## src/rtl/itc_pkg.sv

```systemverilog
package itc_pkg;
  typedef enum logic [1:0] {
    RS_IDLE = 2'd0,
    RS_PEND = 2'd1,
    RS_RUN  = 2'd2
  } runState_t;

  localparam logic [2:0] MODE_TC_IRQ   = 3'd0;
  localparam logic [2:0] MODE_RATE     = 3'd2;
  localparam logic [2:0] MODE_SQUARE   = 3'd3;
  localparam logic [2:0] MODE_SW_STROBE = 3'd4;

  // strobes from control to datapath
  typedef struct packed {
    logic captureReload;
    logic loadCounter;
    logic countEn;
    logic evenForce;
    logic autoReload;
  } itcStrobes_t;
endpackage

```

## src/rtl/itc_datapath.sv

```systemverilog
module itc_datapath
  import itc_pkg::*;
#(
  parameter int CNT_W = 16
) (
  input  logic             clk,
  input  logic             rstN,
  input  itcStrobes_t      stb,
  input  logic [CNT_W-1:0] reloadIn,
  output logic [CNT_W-1:0] countVal,
  output logic             tcHit
);
  localparam logic [CNT_W-1:0] CNT_ONE = {{(CNT_W-1){1'b0}}, 1'b1};

  logic [CNT_W-1:0] reloadReg;
  logic [CNT_W-1:0] countReg;
  logic [CNT_W-1:0] effReload;

  // square wave uses an even reload value
  assign effReload = stb.evenForce ? {reloadReg[CNT_W-1:1], 1'b0} : reloadReg;
  assign tcHit     = stb.countEn && (countReg == CNT_ONE);
  assign countVal  = countReg;

  always_ff @(posedge clk or negedge rstN) begin
    if (!rstN) begin
      reloadReg <= '0;
    end else if (stb.captureReload) begin
      reloadReg <= reloadIn;
    end
  end

  always_ff @(posedge clk or negedge rstN) begin
    if (!rstN) begin
      countReg <= '0;
    end else if (stb.loadCounter) begin
      countReg <= effReload;
    end else if (stb.countEn) begin
      if (tcHit && stb.autoReload) begin
        countReg <= effReload;
      end else begin
        countReg <= countReg - CNT_ONE;
      end
    end
  end
endmodule

```

## src/rtl/itc_ctrl.sv

```systemverilog
module itc_ctrl
  import itc_pkg::*;
(
  input  logic        clk,
  input  logic        rstN,
  input  logic        tickEn,
  input  logic        gateIn,
  input  logic        loadStb,
  input  logic [2:0]  modeSel,
  input  logic        tcHit,
  output itcStrobes_t stb,
  output logic [1:0]  runState,
  output logic        outPin,
  output logic        irqPulse
);
  runState_t stateReg, stateNext;
  logic [2:0] modeReg;
  logic outReg, outNext;
  logic irqReg, irqNext;
  logic firedReg, firedNext;
  logic deferLoad, goPending;

  assign deferLoad = loadStb && (modeSel == MODE_RATE) && (modeReg == MODE_RATE)
                     && (stateReg == RS_RUN);
  assign goPending = loadStb && !deferLoad;

  always_comb begin
    stb.captureReload = loadStb;
    stb.loadCounter   = !goPending && (stateReg == RS_PEND) && tickEn;
    stb.countEn       = !goPending && (stateReg == RS_RUN) && tickEn && gateIn;
    stb.evenForce     = (modeReg == MODE_SQUARE);
    stb.autoReload    = (modeReg == MODE_RATE) || (modeReg == MODE_SQUARE);
  end

  always_comb begin
    stateNext = stateReg;
    outNext   = outReg;
    irqNext   = 1'b0;
    firedNext = firedReg;
    if (goPending) begin
      stateNext = RS_PEND;
      firedNext = 1'b0;
      case (modeSel)
        MODE_TC_IRQ:            outNext = 1'b0;
        MODE_RATE, MODE_SQUARE: outNext = 1'b1;
        default:                outNext = outReg;
      endcase
    end else begin
      if (stb.loadCounter) stateNext = RS_RUN;
      if (tcHit) begin
        case (modeReg)
          MODE_TC_IRQ: begin
            if (!outReg) begin
              outNext = 1'b1;
              irqNext = 1'b1;
            end
          end
          MODE_RATE: irqNext = 1'b1;
          MODE_SQUARE: begin
            outNext = !outReg;
            irqNext = !outReg;
          end
          MODE_SW_STROBE: begin
            irqNext   = !firedReg;
            firedNext = 1'b1;
          end
          default: ;
        endcase
      end
    end
  end

  always_ff @(posedge clk or negedge rstN) begin
    if (!rstN) begin
      stateReg <= RS_IDLE;
      modeReg  <= MODE_TC_IRQ;
      outReg   <= 1'b0;
      irqReg   <= 1'b0;
      firedReg <= 1'b0;
    end else begin
      stateReg <= stateNext;
      outReg   <= outNext;
      irqReg   <= irqNext;
      firedReg <= firedNext;
      if (goPending) modeReg <= modeSel;
    end
  end

  assign runState = stateReg;
  assign outPin   = outReg;
  assign irqPulse = irqReg;
endmodule

```

## src/rtl/interval_timer_chan.sv

```systemverilog
module interval_timer_chan
  import itc_pkg::*;
#(
  parameter int CNT_W = 16
) (
  input  logic             clk,
  input  logic             rstN,
  input  logic             tickEn,
  input  logic             gateIn,
  input  logic             loadStb,
  input  logic [2:0]       modeSel,
  input  logic [CNT_W-1:0] reloadVal,
  output logic [1:0]       runState,
  output logic [CNT_W-1:0] countVal,
  output logic             outPin,
  output logic             irqPulse
);
  itcStrobes_t stb;
  logic tcHit;

  itc_ctrl u_ctrl (
    .clk      (clk),
    .rstN     (rstN),
    .tickEn   (tickEn),
    .gateIn   (gateIn),
    .loadStb  (loadStb),
    .modeSel  (modeSel),
    .tcHit    (tcHit),
    .stb      (stb),
    .runState (runState),
    .outPin   (outPin),
    .irqPulse (irqPulse)
  );

  itc_datapath #(.CNT_W(CNT_W)) u_dp (
    .clk      (clk),
    .rstN     (rstN),
    .stb      (stb),
    .reloadIn (reloadVal),
    .countVal (countVal),
    .tcHit    (tcHit)
  );
endmodule

```

## config.mk

```make
export PLATFORM = sky130hd
export DESIGN_NAME = interval_timer_chan
export DESIGN_NICKNAME = d
export VERILOG_FILES = /design/src/rtl/itc_pkg.sv /design/src/rtl/itc_datapath.sv /design/src/rtl/itc_ctrl.sv /design/src/rtl/interval_timer_chan.sv
export SDC_FILE = /design/constraint.sdc
export NUM_CORES = 1
export LEC_CHECK = 0
export BUFFER_PORTS_ARGS = -buffer_cell sky130_fd_sc_hd__buf_2
export CAP_MARGIN = 20
export CORE_MARGIN = 5
export CORE_UTILIZATION = 55
export CTS_CLUSTER_DIAMETER = 120
export CTS_CLUSTER_SIZE = 10
export DETAILED_ROUTE_END_ITERATION = 10
export MAX_ROUTING_LAYER = met4
export PLACE_DENSITY = 0.8
export SLEW_MARGIN = 25
export SYNTH_ARGS = -nofsm -noshare
export SYNTH_HDL_FRONTEND = slang
export SYNTH_SLANG_ARGS = --single-unit
```

## constraint.sdc

```tcl
create_clock -name clk -period 3.1 [get_ports clk]
set_input_delay 0.465 -clock clk [delete_from_list [all_inputs] [get_ports clk]]
set_output_delay 0.465 -clock clk [all_outputs]
set_load 0.01 [all_outputs]
```

==> results by group <==
Critical path
  • Critical Path Sink Type: register
  • Reg2reg path depth: 6
  • Critical Path Fanout Max: 12
  • CP Launch Type: register
  • Required time worst endpoint: 3.33 ns
  • Crit Path Class: register to register
  • Worst Path Arrival: 2.62 ns

Clock tree
  • H-tree Lvls: 2
  • Hold buffers post-CTS: 0
  • CTS Buf Count: 5
  • Worst-path clk slew: 0.07 ns
  • Setup Fix Bufs, Post-CTS: 0
  • Deepest clock path buffer count: 2
  • CTS tree: done
  • Worst-Skew Late Latency: 0.29 ns
  • PostCTS Resize Cnt: 0
  • CTS root buffer: clkbuf_8
  • CTS Sinks: 40

Finish
  • Non-filler instance count after layout: 299
  • Fraction of layout cells with a size suffix above 1: 33.3%
  • Area Overhead vs Synth: 15.8%
  • Antenna diodes: 0
  • Nets@finish: 274
  • Layout filler cell count: 364

Pwr
  • Switching Fraction: 36.0%
  • NetSw: 572 µW
  • Leakage power: 0.00104 µW
  • Total power: 1590 µW
  • Power Density: 629 mW/mm²
  • Max VDD drop: 0.000357 V
  • Clock Power Share: 22.3%
  • Combinational power share: 28.4%
  • Pint: 1020 µW
  • Register share of total power: 49.2%

Global routing
  • Largest net degree at the start of global routing: 41
  • Tot GR Track Use: 21.4%
  • First-pass GRT wire length: 8660 µm
  • Number of global-route vias before repair: 1819
  • Initial antenna violation count: 0
  • Global route overflow: 0

STA
  • Period utilization: 77.0%
  • # setup viols final: 0
  • Final worst setup slack: 0.714 ns
  • Min Hold Slack: 0.293 ns
  • Fmax: 419 MHz
  • RSZ-0062 raised after global routing: false
  • Slew Viols, Final: 0
  • Clock Skew: 0.00452 ns
  • Post-layout min period: 2.39 ns
  • Final hold vios: 0
  • Worst-margin pin slew: 0.887 ns
  • Sum Neg Setup Slack: 0 ns
  • Slew Limit Headroom: 40.9%

Drt
  • DRC: 0
  • Vias: 1820
  • DRC violation total after the first TritonRoute iteration: 156
  • Drt total wl: 5050 µm
  • Routed len/inst: 16.9 µm
  • Vias per cell: 6.09
  • Antenna violation net count after detailed routing: 0
  • Pre-Repair DR Iteration Count: 4

Job
  • Max-cap violations: 0

Logic synthesis
  • Most used DFF post-synth: dfrtp_1
  • Post-synth EDFFs: 0
  • Post-synth cell types: 55
  • Synth Area per Inst: 10.7 µm²
  • Ys Warns: 0
  • Register area share after synthesis: 45.8%
  • Seq cells post-synth: 40
  • Synth area leader: dfrtp_1
  • Syn nets: 231
  • Top cells by area, synth: dfrtp_1 46%, mux2_2 9.8%, nand3_1 3.0%
  • Cell area after synthesis: 0.00218 mm²
  • Top cell type's share of synthesized area: 45.8%
  • Ys async rst share: 100%
  • Synthesized instance count: 205

Floorplanning
  • Core box area: 0.00391 mm²
  • Rows: 23
  • Die height: 73.0 µm
  • Initial core utilization: 55.8%
  • I/O pins: 44
  • DIE WIDTH: 73.0 µm
  • Die area: 0.00533 mm²

Min path
  • Hold Crit Class: input port to asynchronous set/reset pin

Placement
  • Post-DP HPWL: 3650 µm
  • Buffers on Ports: 43
  • Pre-CTS setup slack: 0.714 ns
  • Final GP Congestion: 0.933
  • Cells after DPL: 291

Status
  • Status: complete, no violations
## cell usage after synthesis, drive strengths merged, types with 2 or more instances
library cell / n
a211o: 2
a21oi: 4
a221o: 4
a2bb2oi: 2
a31oi: 3
and3: 4
buf: 6
clkbuf: 6
dfrtp: 40
ha: 2
inv: 4
mux2: 20
nand2: 12
nand2b: 2
nand3: 13
nand3b: 2
nand4: 7
nor2: 7
nor2b: 2
nor3: 14
nor3b: 3
nor4: 6
o211ai: 3
o21ai: 10
o311ai: 3
o41ai: 2
or3: 2
or4: 2
## worst max-delay path, cell delays in order, from the launching register on
cell       delay [ns]
dfrtp_1          0.46
nand4bb_4        0.27
o41ai_4          0.66
nand2_1          0.31
buf_4            0.26
nor4_1           0.23
a221o_1          0.14
## cell type report
type	instances	area [µm²]	area share [%]
inverters	4	15.0	0.594
clock buffers	8	90.1	3.56
well taps	50	62.6	2.48
multi-input cells	149	1110	43.8
repair buffers	48	253	10.0
flip-flops and latches	40	1000	39.6
## metrics by stage
| step | cell area, µm² | utilization (%) |
|---|---|---|
| floorplan | 2180 | - |
| global placement | 2440 | 62.3 |
| detailed placement | 2440 | 62.3 |
| CTS | 2530 | 64.6 |
| global route | 2530 | 64.6 |
| finish | 2530 | 64.6 |
## final timing paths
path / startpoint / end / slack (ns)
min reg2reg: u_dp.reloadReg[14] / u_dp.countVal[14] / 0.50
max: u_ctrl.modeReg[2] / u_dp.countVal[6] / 0.71
min: rstN / u_dp.reloadReg[6] / 0.29
min in group clk: reloadVal[0] / u_dp.reloadReg[0] / 0.40
max reg2reg: u_ctrl.modeReg[2] / u_dp.countVal[6] / 0.71
max in group asynchronous: rstN / u_ctrl.modeReg[2] / 2.25
## flip-flops by register name, indices dropped and copies added, names as in the netlist
register         flops
u_dp.reloadReg      16
u_ctrl.firedReg      1
u_dp.countVal       16
u_ctrl.modeReg       3
u_ctrl.runState      2
u_ctrl.irqPulse      1
u_ctrl.outPin        1
## cell usage in the layout, fill, tap and decap left out, drive strengths merged, types with 3 or more instances in the layout
cell type,Yosys,routed
dfrtp,40,40
mux2,20,20
a31oi,3,3
nand3,13,13
nor2,7,7
o21ai,10,10
nand4,7,7
o311ai,3,3
inv,4,4
nor4,6,6
a21oi,4,4
nand2,12,12
and3,4,4
a221o,4,4
nor3,14,14
buf,6,48
o211ai,3,3
clkbuf,6,8
nor3b,3,3
## layer usage
| metal | vias up | global-route usage (%) | wire length, µm |
|---|---|---|---|
| li1 | 870 | - | - |
| met1 | 889 | 27.7 | 2250 |
| met4 | 0 | 6.76 | 75 |
| met3 | 8 | 4.55 | 290 |
| met2 | 53 | 33.5 | 2430 |
| met5 | - | - | 0 |
## power by group through the flow
stage          registers [µW]  logic, µW  clock network (µW)
2_1_floorplan             787        260                   0
3_3_place_gp              791        451                   0
3_5_place_dp              789        456                   0
4_1_cts                   780        456                 366
5_1_grt                   801        498                 388
6_report                  782        452                 355
## cell families after synthesis
| logic type | share of synthesized area (%) |
|---|---|
| adders and majority gates | 1.60 |
| buffers and inverters | 3.50 |
| DFF | 45.8 |
| xor gates and xnor gates | 0.802 |
| AOI/OAI and AO/OA | 15.5 |
| and+or+nand+nor | 22.5 |
| muxes | 10.3 |
Note: power is estimated with default switching activity, not from simulation.
